===== src/rtl/lockdet_pkg.sv =====
package lockdet_pkg;

  typedef enum logic {
    SRC_DATA = 1'b0,
    SRC_REF  = 1'b1
  } tgt_src_e;

  // Band width in counts for a window of win ticks; win is a multiple of 1000.
  function automatic int unsigned ppm_to_cnt(int unsigned win, int unsigned ppm);
    return (win / 1000) * ppm / 1000;
  endfunction

endpackage


===== src/rtl/lockdet_window.sv =====
module lockdet_window #(
  parameter int unsigned WIN_TICKS = 100000,
  parameter int unsigned CNT_W     = 18
) (
  input  logic             clk_i,
  input  logic             rst_ni,
  input  logic             restart_i,
  input  logic             tgt_tick_i,
  input  logic             osc_tick_i,
  output logic             done_o,
  output logic [CNT_W-1:0] err_o
);

  localparam int unsigned TGT_W = $clog2(WIN_TICKS);
  localparam logic [TGT_W-1:0] TGT_LAST = TGT_W'(WIN_TICKS - 1);
  localparam logic [CNT_W:0]   WIN_EXT  = (CNT_W+1)'(WIN_TICKS);
  localparam logic [CNT_W-1:0] OSC_MAX  = '1;

  logic [TGT_W-1:0] tgt_cnt_q;
  logic [CNT_W-1:0] osc_cnt_q;
  logic [CNT_W:0]   osc_total;
  logic [CNT_W:0]   abs_diff;
  logic             close_win;

  assign close_win = tgt_tick_i && (tgt_cnt_q == TGT_LAST);
  assign osc_total = {1'b0, osc_cnt_q} + (CNT_W+1)'(osc_tick_i);

  always_comb begin
    if (osc_total >= WIN_EXT) abs_diff = osc_total - WIN_EXT;
    else                      abs_diff = WIN_EXT - osc_total;
  end

  always_ff @(posedge clk_i or negedge rst_ni) begin
    if (!rst_ni) begin
      tgt_cnt_q <= '0;
      osc_cnt_q <= '0;
      done_o    <= 1'b0;
      err_o     <= '0;
    end else if (restart_i) begin
      tgt_cnt_q <= '0;
      osc_cnt_q <= '0;
      done_o    <= 1'b0;
    end else if (close_win) begin
      tgt_cnt_q <= '0;
      osc_cnt_q <= '0;
      done_o    <= 1'b1;
      err_o     <= abs_diff[CNT_W] ? OSC_MAX : abs_diff[CNT_W-1:0];
    end else begin
      done_o <= 1'b0;
      if (tgt_tick_i) tgt_cnt_q <= tgt_cnt_q + 1'b1;
      if (osc_tick_i && osc_cnt_q != OSC_MAX) osc_cnt_q <= osc_cnt_q + 1'b1;
    end
  end

endmodule


===== src/rtl/lockdet_hyst.sv =====
module lockdet_hyst #(
  parameter int unsigned CNT_W        = 18,
  parameter int unsigned ASSERT_CNT   = 100,
  parameter int unsigned DEASSERT_CNT = 25
) (
  input  logic             clk_i,
  input  logic             rst_ni,
  input  logic             done_i,
  input  logic [CNT_W-1:0] err_i,
  output logic             lol_o,
  output logic             lol_set_o
);

  localparam logic [CNT_W-1:0] HI = CNT_W'(ASSERT_CNT);
  localparam logic [CNT_W-1:0] LO = CNT_W'(DEASSERT_CNT);

  logic too_far, close_in;

  assign too_far   = done_i && (err_i > HI);
  assign close_in  = done_i && (err_i <= LO);
  assign lol_set_o = too_far && !lol_o;

  always_ff @(posedge clk_i or negedge rst_ni) begin
    if (!rst_ni)       lol_o <= 1'b1;
    else if (too_far)  lol_o <= 1'b1;
    else if (close_in) lol_o <= 1'b0;
  end

endmodule


===== src/rtl/lockdet_sticky.sv =====
module lockdet_sticky (
  input  logic clk_i,
  input  logic rst_ni,
  input  logic set_i,
  input  logic clr_i,
  output logic sticky_o,
  output logic clr_q_o
);

  logic clr_fall;

  assign clr_fall = clr_q_o && !clr_i;

  always_ff @(posedge clk_i or negedge rst_ni) begin
    if (!rst_ni) begin
      clr_q_o  <= 1'b0;
      sticky_o <= 1'b0;
    end else begin
      clr_q_o <= clr_i;
      if (set_i)         sticky_o <= 1'b1;
      else if (clr_fall) sticky_o <= 1'b0;
    end
  end

endmodule


===== src/rtl/freq_lock_detector.sv =====
module freq_lock_detector #(
  parameter int unsigned WIN_TICKS    = 100000,
  parameter int unsigned ASSERT_PPM   = 1000,
  parameter int unsigned DEASSERT_PPM = 250
) (
  input  logic clk_i,
  input  logic rst_ni,
  input  logic osc_tick_i,
  input  logic data_tick_i,
  input  logic ref_tick_i,
  input  logic ref_mode_i,
  input  logic pin_sticky_i,
  input  logic sticky_clr_i,
  output logic lol_o,
  output logic acquire_o,
  output logic sticky_o
);
  import lockdet_pkg::*;

  localparam int unsigned CNT_W        = $clog2(2 * WIN_TICKS + 1);
  localparam int unsigned ASSERT_CNT   = ppm_to_cnt(WIN_TICKS, ASSERT_PPM);
  localparam int unsigned DEASSERT_CNT = ppm_to_cnt(WIN_TICKS, DEASSERT_PPM);

  tgt_src_e         src_q;
  tgt_src_e         src_d;
  logic             restart;
  logic             tgt_tick;
  logic             win_done;
  logic [CNT_W-1:0] win_err;
  logic             lol_live;
  logic             lol_set;
  logic             clr_q;

  assign src_d    = tgt_src_e'(ref_mode_i);
  assign restart  = (src_d != src_q);
  assign tgt_tick = (src_d == SRC_REF) ? ref_tick_i : data_tick_i;

  always_ff @(posedge clk_i or negedge rst_ni) begin
    if (!rst_ni) src_q <= SRC_DATA;
    else         src_q <= src_d;
  end

  lockdet_window #(
    .WIN_TICKS (WIN_TICKS),
    .CNT_W     (CNT_W)
  ) i_window (
    .clk_i      (clk_i),
    .rst_ni     (rst_ni),
    .restart_i  (restart),
    .tgt_tick_i (tgt_tick),
    .osc_tick_i (osc_tick_i),
    .done_o     (win_done),
    .err_o      (win_err)
  );

  lockdet_hyst #(
    .CNT_W        (CNT_W),
    .ASSERT_CNT   (ASSERT_CNT),
    .DEASSERT_CNT (DEASSERT_CNT)
  ) i_hyst (
    .clk_i     (clk_i),
    .rst_ni    (rst_ni),
    .done_i    (win_done),
    .err_i     (win_err),
    .lol_o     (lol_live),
    .lol_set_o (lol_set)
  );

  lockdet_sticky i_sticky (
    .clk_i    (clk_i),
    .rst_ni   (rst_ni),
    .set_i    (lol_set),
    .clr_i    (sticky_clr_i),
    .sticky_o (sticky_o),
    .clr_q_o  (clr_q)
  );

  assign acquire_o = lol_live;
  assign lol_o     = pin_sticky_i ? sticky_o : lol_live;

endmodule


===== config.mk =====
export PLATFORM = sky130hd
export DESIGN_NAME = freq_lock_detector
export DESIGN_NICKNAME = d
export VERILOG_FILES = /design/src/rtl/lockdet_pkg.sv /design/src/rtl/lockdet_window.sv /design/src/rtl/lockdet_hyst.sv /design/src/rtl/lockdet_sticky.sv /design/src/rtl/freq_lock_detector.sv
export SDC_FILE = /design/constraint.sdc
export NUM_CORES = 1
export LEC_CHECK = 0
export BUFFER_PORTS_ARGS = -buffer_cell sky130_fd_sc_hd__buf_2
export CORE_MARGIN = 1.5
export CORE_UTILIZATION = 35
export CTS_BUF_LIST = sky130_fd_sc_hd__clkbuf_4
export CTS_CLUSTER_DIAMETER = 80
export DETAILED_ROUTE_END_ITERATION = 6
export SLEW_MARGIN = 30
export SYNTH_ARGS = -nofsm -noshare
export SYNTH_HDL_FRONTEND = slang
export SYNTH_SLANG_ARGS = --single-unit

===== constraint.sdc =====
create_clock -name clk_i -period 3.7 [get_ports clk_i]
set_input_delay 0.555 -clock clk_i [delete_from_list [all_inputs] [get_ports clk_i]]
set_output_delay 0.555 -clock clk_i [all_outputs]
set_load 0.01 [all_outputs]

==> impl_metrics.env <==
export IMPL_antenna_cells_inserted=0
export IMPL_port_buffers=10
export IMPL_fillers=1077
export IMPL_cts_repair_resize_count=0
export IMPL_cts_sink_count=58
export IMPL_synth_edff_count=0
export IMPL_postLayoutCoreUtil_pct=38.69
export IMPL_cap_viol_max_count=0
export IMPL_yosys_most_used_dff="sky130_fd_sc_hd__dfrtp_1"
export IMPL_wire_length_on_met3_um=295
export IMPL_power_density_nw_per_um2=290.2
export IMPL_cellInternalPower_mw=0.9003
export IMPL_dr_max_layer_used="met4"
export IMPL_timing_hold_violations_final=0
export IMPL_die_area_um2=11680
export IMPL_clockRootBuffer="sky130_fd_sc_hd__clkbuf_4"
export IMPL_synth_top_cells_by_area="sky130_fd_sc_hd__dfrtp_1 37%, sky130_fd_sc_hd__xnor2_1 7.7%, sky130_fd_sc_hd__nor2_1 6.0%"
export IMPL_yosys_warning_count=0
export IMPL_postRouteWirelength_mm=8.111
export IMPL_cts_root_to_sink_buffers=2
export IMPL_clock_buffers_created_by_tritoncts=9
export IMPL_synth_lib_cells_used_distinct=64
export IMPL_startpoint_type="register"
export IMPL_worst_setup_path_end_kind="register"
export IMPL_timing_critical_path_slowest_stage_cell="sky130_fd_sc_hd__or4_1"
export IMPL_final_setup_skew_ns=0.01161
export IMPL_post_synth_top_area_fraction_pct=36.91
export IMPL_global_route_total_overflow=0
export IMPL_timing_worst_slew_pin_value_ns=0.7180
export IMPL_hold_class="input pin to async pin"
export IMPL_clock_tree_htree_level_count=3
export IMPL_drcViolationCount=0
export IMPL_drtIter0Drc=186
export IMPL_power_mw=1.212
export IMPL_floorplan_initialDensity_pct=35.81
export IMPL_rsz0062_at_grt="false"
export IMPL_synth_cell_area_um2=3865
export IMPL_cts_clk_slew_worst_paths_ns=0.09
export IMPL_power_leakage_nw=1.640
export IMPL_tritoncts_clock_tree="yes"
export IMPL_crit_chain="ha_1 > ha_1 > nand3_1 > or4_1 > and2_1 > a311o_1 > a21oi_1 > nor2b_1 > mux2i_1 > mux2i_2 > buf_12 > a21oi_1"
export IMPL_multiInputGateArea_um2=2237
export IMPL_first_global_vias=2914
export IMPL_syn_to_final_growth_pct=8.028
export IMPL_maximum_ir_drop_on_the_vdd_rail_v=0.0001537
export IMPL_grt_overall_usage_pct=14.97
export IMPL_switching_share_pct=25.69
export IMPL_floorplan_io_pins=11
export IMPL_routedWlPerCell_um=13.82
export IMPL_required_time_at_the_endpoint_of_the_critical_path_ns=3.99
export IMPL_slew_limit_headroom_pct=52.08
export IMPL_combined_buffer_and_inverter_count_along_the_critical_path=1
export IMPL_post_cts_setup_buffer_count=0
export IMPL_largest_net_degree_at_the_start_of_global_routing=32
export IMPL_final_setup_tns_ns=0
export IMPL_criticalPathCategory="register to register"
export IMPL_worst_path_max_fanout=18
export IMPL_p_sw_mw=0.3113
export IMPL_netlist_top_cell_by_area="sky130_fd_sc_hd__dfrtp_1"
export IMPL_async_reset_ff_share_pct=100.0
export IMPL_routedLengthMet1_mm=4.036
export IMPL_ff_latch_area_um2=1453
export IMPL_cpPeakStageDelay_ns=0.59
export IMPL_die_height_um=108.1
export IMPL_coreArea_um2=10790
export IMPL_timing_final_crit_period_ns=3.477
export IMPL_wl_met2_mm=3.669
export IMPL_post_drt_via_cell_ratio=5.252
export IMPL_placement_rows=38
export IMPL_outcome="complete, no violations"
export IMPL_clock_fmax_mhz=287.6
export IMPL_synthesis_nets=445
export IMPL_ys_seq_elements=58
export IMPL_place_congestion=0.8604
export IMPL_dpl_hpwl_mm=5.951
export IMPL_seq_area_frac_synth_pct=37.58
export IMPL_firstDrtPassIters=5
export IMPL_synth_cells=429
export IMPL_worstPathArrival_ns=3.77
export IMPL_p_seq_share_pct=53.7
export IMPL_worst_path_dominant_cell_family="simple AND/OR/NAND/NOR gates"
export IMPL_num_nets_final=458
export IMPL_antenna_violating_nets_post_route=0
export IMPL_post_route_cells_drive_above_1_share_pct=14.77
export IMPL_comb_power_share_pct=10.2
export IMPL_first_pass_grt_wire_length_mm=13.79
export IMPL_setup_violations=0
export IMPL_insertion_delay_ns=0.41
export IMPL_initial_antenna_violation_count=0
export IMPL_dieWidth_um=108.1
export IMPL_clock_power_share_pct=36.1
export IMPL_hold_buffers=0
export IMPL_routed_via_count=3083
export IMPL_finalCritPeriodShare_pct=93.98
export IMPL_report_final_slew_viol_count=0
export IMPL_syn_mean_instance_area_um2=9.009
## area by class of cell
cell class / count / share of cell area, %
Clock buffer: 11 / 1.978
Clock inverter: 5 / 1.079
Inverter: 8 / 0.7192
Multi-Input combinational cell: 343 / 53.58
Sequential cell: 58 / 34.79
Tap cell: 140 / 4.195
Timing Repair Buffer: 22 / 3.656
## cells in the mapped netlist, types with 4 or more instances
library cell,count
sky130_fd_sc_hd__nand4_1,13
sky130_fd_sc_hd__nand3_1,15
sky130_fd_sc_hd__nor2b_1,8
sky130_fd_sc_hd__ha_1,8
sky130_fd_sc_hd__mux2i_1,14
sky130_fd_sc_hd__nand2b_1,5
sky130_fd_sc_hd__xor2_1,21
sky130_fd_sc_hd__o21ai_0,14
sky130_fd_sc_hd__or3_1,5
sky130_fd_sc_hd__clkbuf_1,7
sky130_fd_sc_hd__a21oi_2,10
sky130_fd_sc_hd__nor4_1,11
sky130_fd_sc_hd__nand2_1,28
sky130_fd_sc_hd__nor2_1,62
sky130_fd_sc_hd__and4_1,4
sky130_fd_sc_hd__dfrtp_1,57
sky130_fd_sc_hd__and2_1,6
sky130_fd_sc_hd__inv_1,8
sky130_fd_sc_hd__a31oi_1,4
sky130_fd_sc_hd__nor3_1,8
sky130_fd_sc_hd__xnor2_1,34
sky130_fd_sc_hd__buf_6,8
sky130_fd_sc_hd__a21oi_1,21
sky130_fd_sc_hd__o31ai_1,5
## kinds of logic after synthesis
group	count (synthesis)	synth area share (%)
buffers and inverters	28	4.532
AND/OR/NAND/NOR	189	25.54
multiplexers	16	4.273
XOR/XNOR	55	12.46
flip-flops	58	37.59
AO/OA/AOI/OAI	75	13.01
adder cells (fa/ha/maj)	8	2.590
## power groups by stage
| stage | clock [mW] | sequential (mW) | combinational, mW |
|---|---|---|---|
| 2_1_floorplan | 0 | 0.662 | 0.0778 |
| 3_3_place_gp | 0 | 0.663 | 0.124 |
| 3_5_place_dp | 0 | 0.663 | 0.126 |
| 4_1_cts | 0.452 | 0.651 | 0.127 |
| 5_1_grt | 0.484 | 0.652 | 0.141 |
| 6_report | 0.437 | 0.650 | 0.124 |
## registers in the layout, summed over array words and instances (netlist names)
name and cells:
i_window.done_o 1, i_sticky.sticky_o 1, i_window.err_o 18, i_window.tgt_cnt_q 17, i_window.osc_cnt_q 18, i_sticky.clr_q_o 1
src_q 1, i_hyst.lol_o 1
## layer usage
layer,vias up,GRT usage (%)
li1,1543,-
met1,1479,20.49
met2,54,23.51
met3,7,1.989
met4,0,6.767
met5,-,0
## path summary, 6_finish.rpt
| check | start | end | slack [ns] | cells past startpoint |
|---|---|---|---|---|
| setup / recovery | i_window.osc_cnt_q[0] | i_window.err_o[12] | 0.22 | 12 |
| hold / removal | rst_ni | i_sticky.clr_q_o | 0.19 | 1 |
| setup reg to reg | i_window.osc_cnt_q[0] | i_window.err_o[12] | 0.22 | 12 |
| hold reg to reg | i_hyst.lol_o | i_hyst.lol_o | 0.48 | 2 |
| max in group asynchronous | rst_ni | i_window.tgt_cnt_q[6] | 2.69 | 2 |
| min in group clk_i | sticky_clr_i | i_sticky.clr_q_o | 0.27 | 1 |
## cell usage in the layout, fill, tap and decap left out, drive strengths merged, types with 3 or more instances in the layout
cell type  synthesis  routed
mux2i             15      15
nand2             29      29
o21a               3       3
nor3               8       8
inv                8       8
clkbuf             7      11
dfrtp             57      57
and4               4       4
nand4             15      15
o31ai              5       5
a31oi              4       4
xor2              21      21
ha                 8       8
and2               8       8
xnor2             34      34
clkinv             0       4
nor4              12      12
nor2b              8       8
nor2              63      63
a21oi             31      31
or2                3       3
buf               13      22
and3               4       4
or3                7       7
o21ai             16      16
nand3             16      16
nand2b             5       5
## metrics by stage
step	setup slack, ns	hold slack, ns	cells	instance area (um2)
floorplan	0.04832	0.2594	429	3865
global placement	0.1589	0.4681	571	4048
detailed placement	0.05793	0.4717	571	4048
CTS	0.2336	0.1945	587	4175
global route	0.06251	0.2154	587	4175
finish	0.2228	0.1862	587	4175
Power figures use the tool's default switching activity.
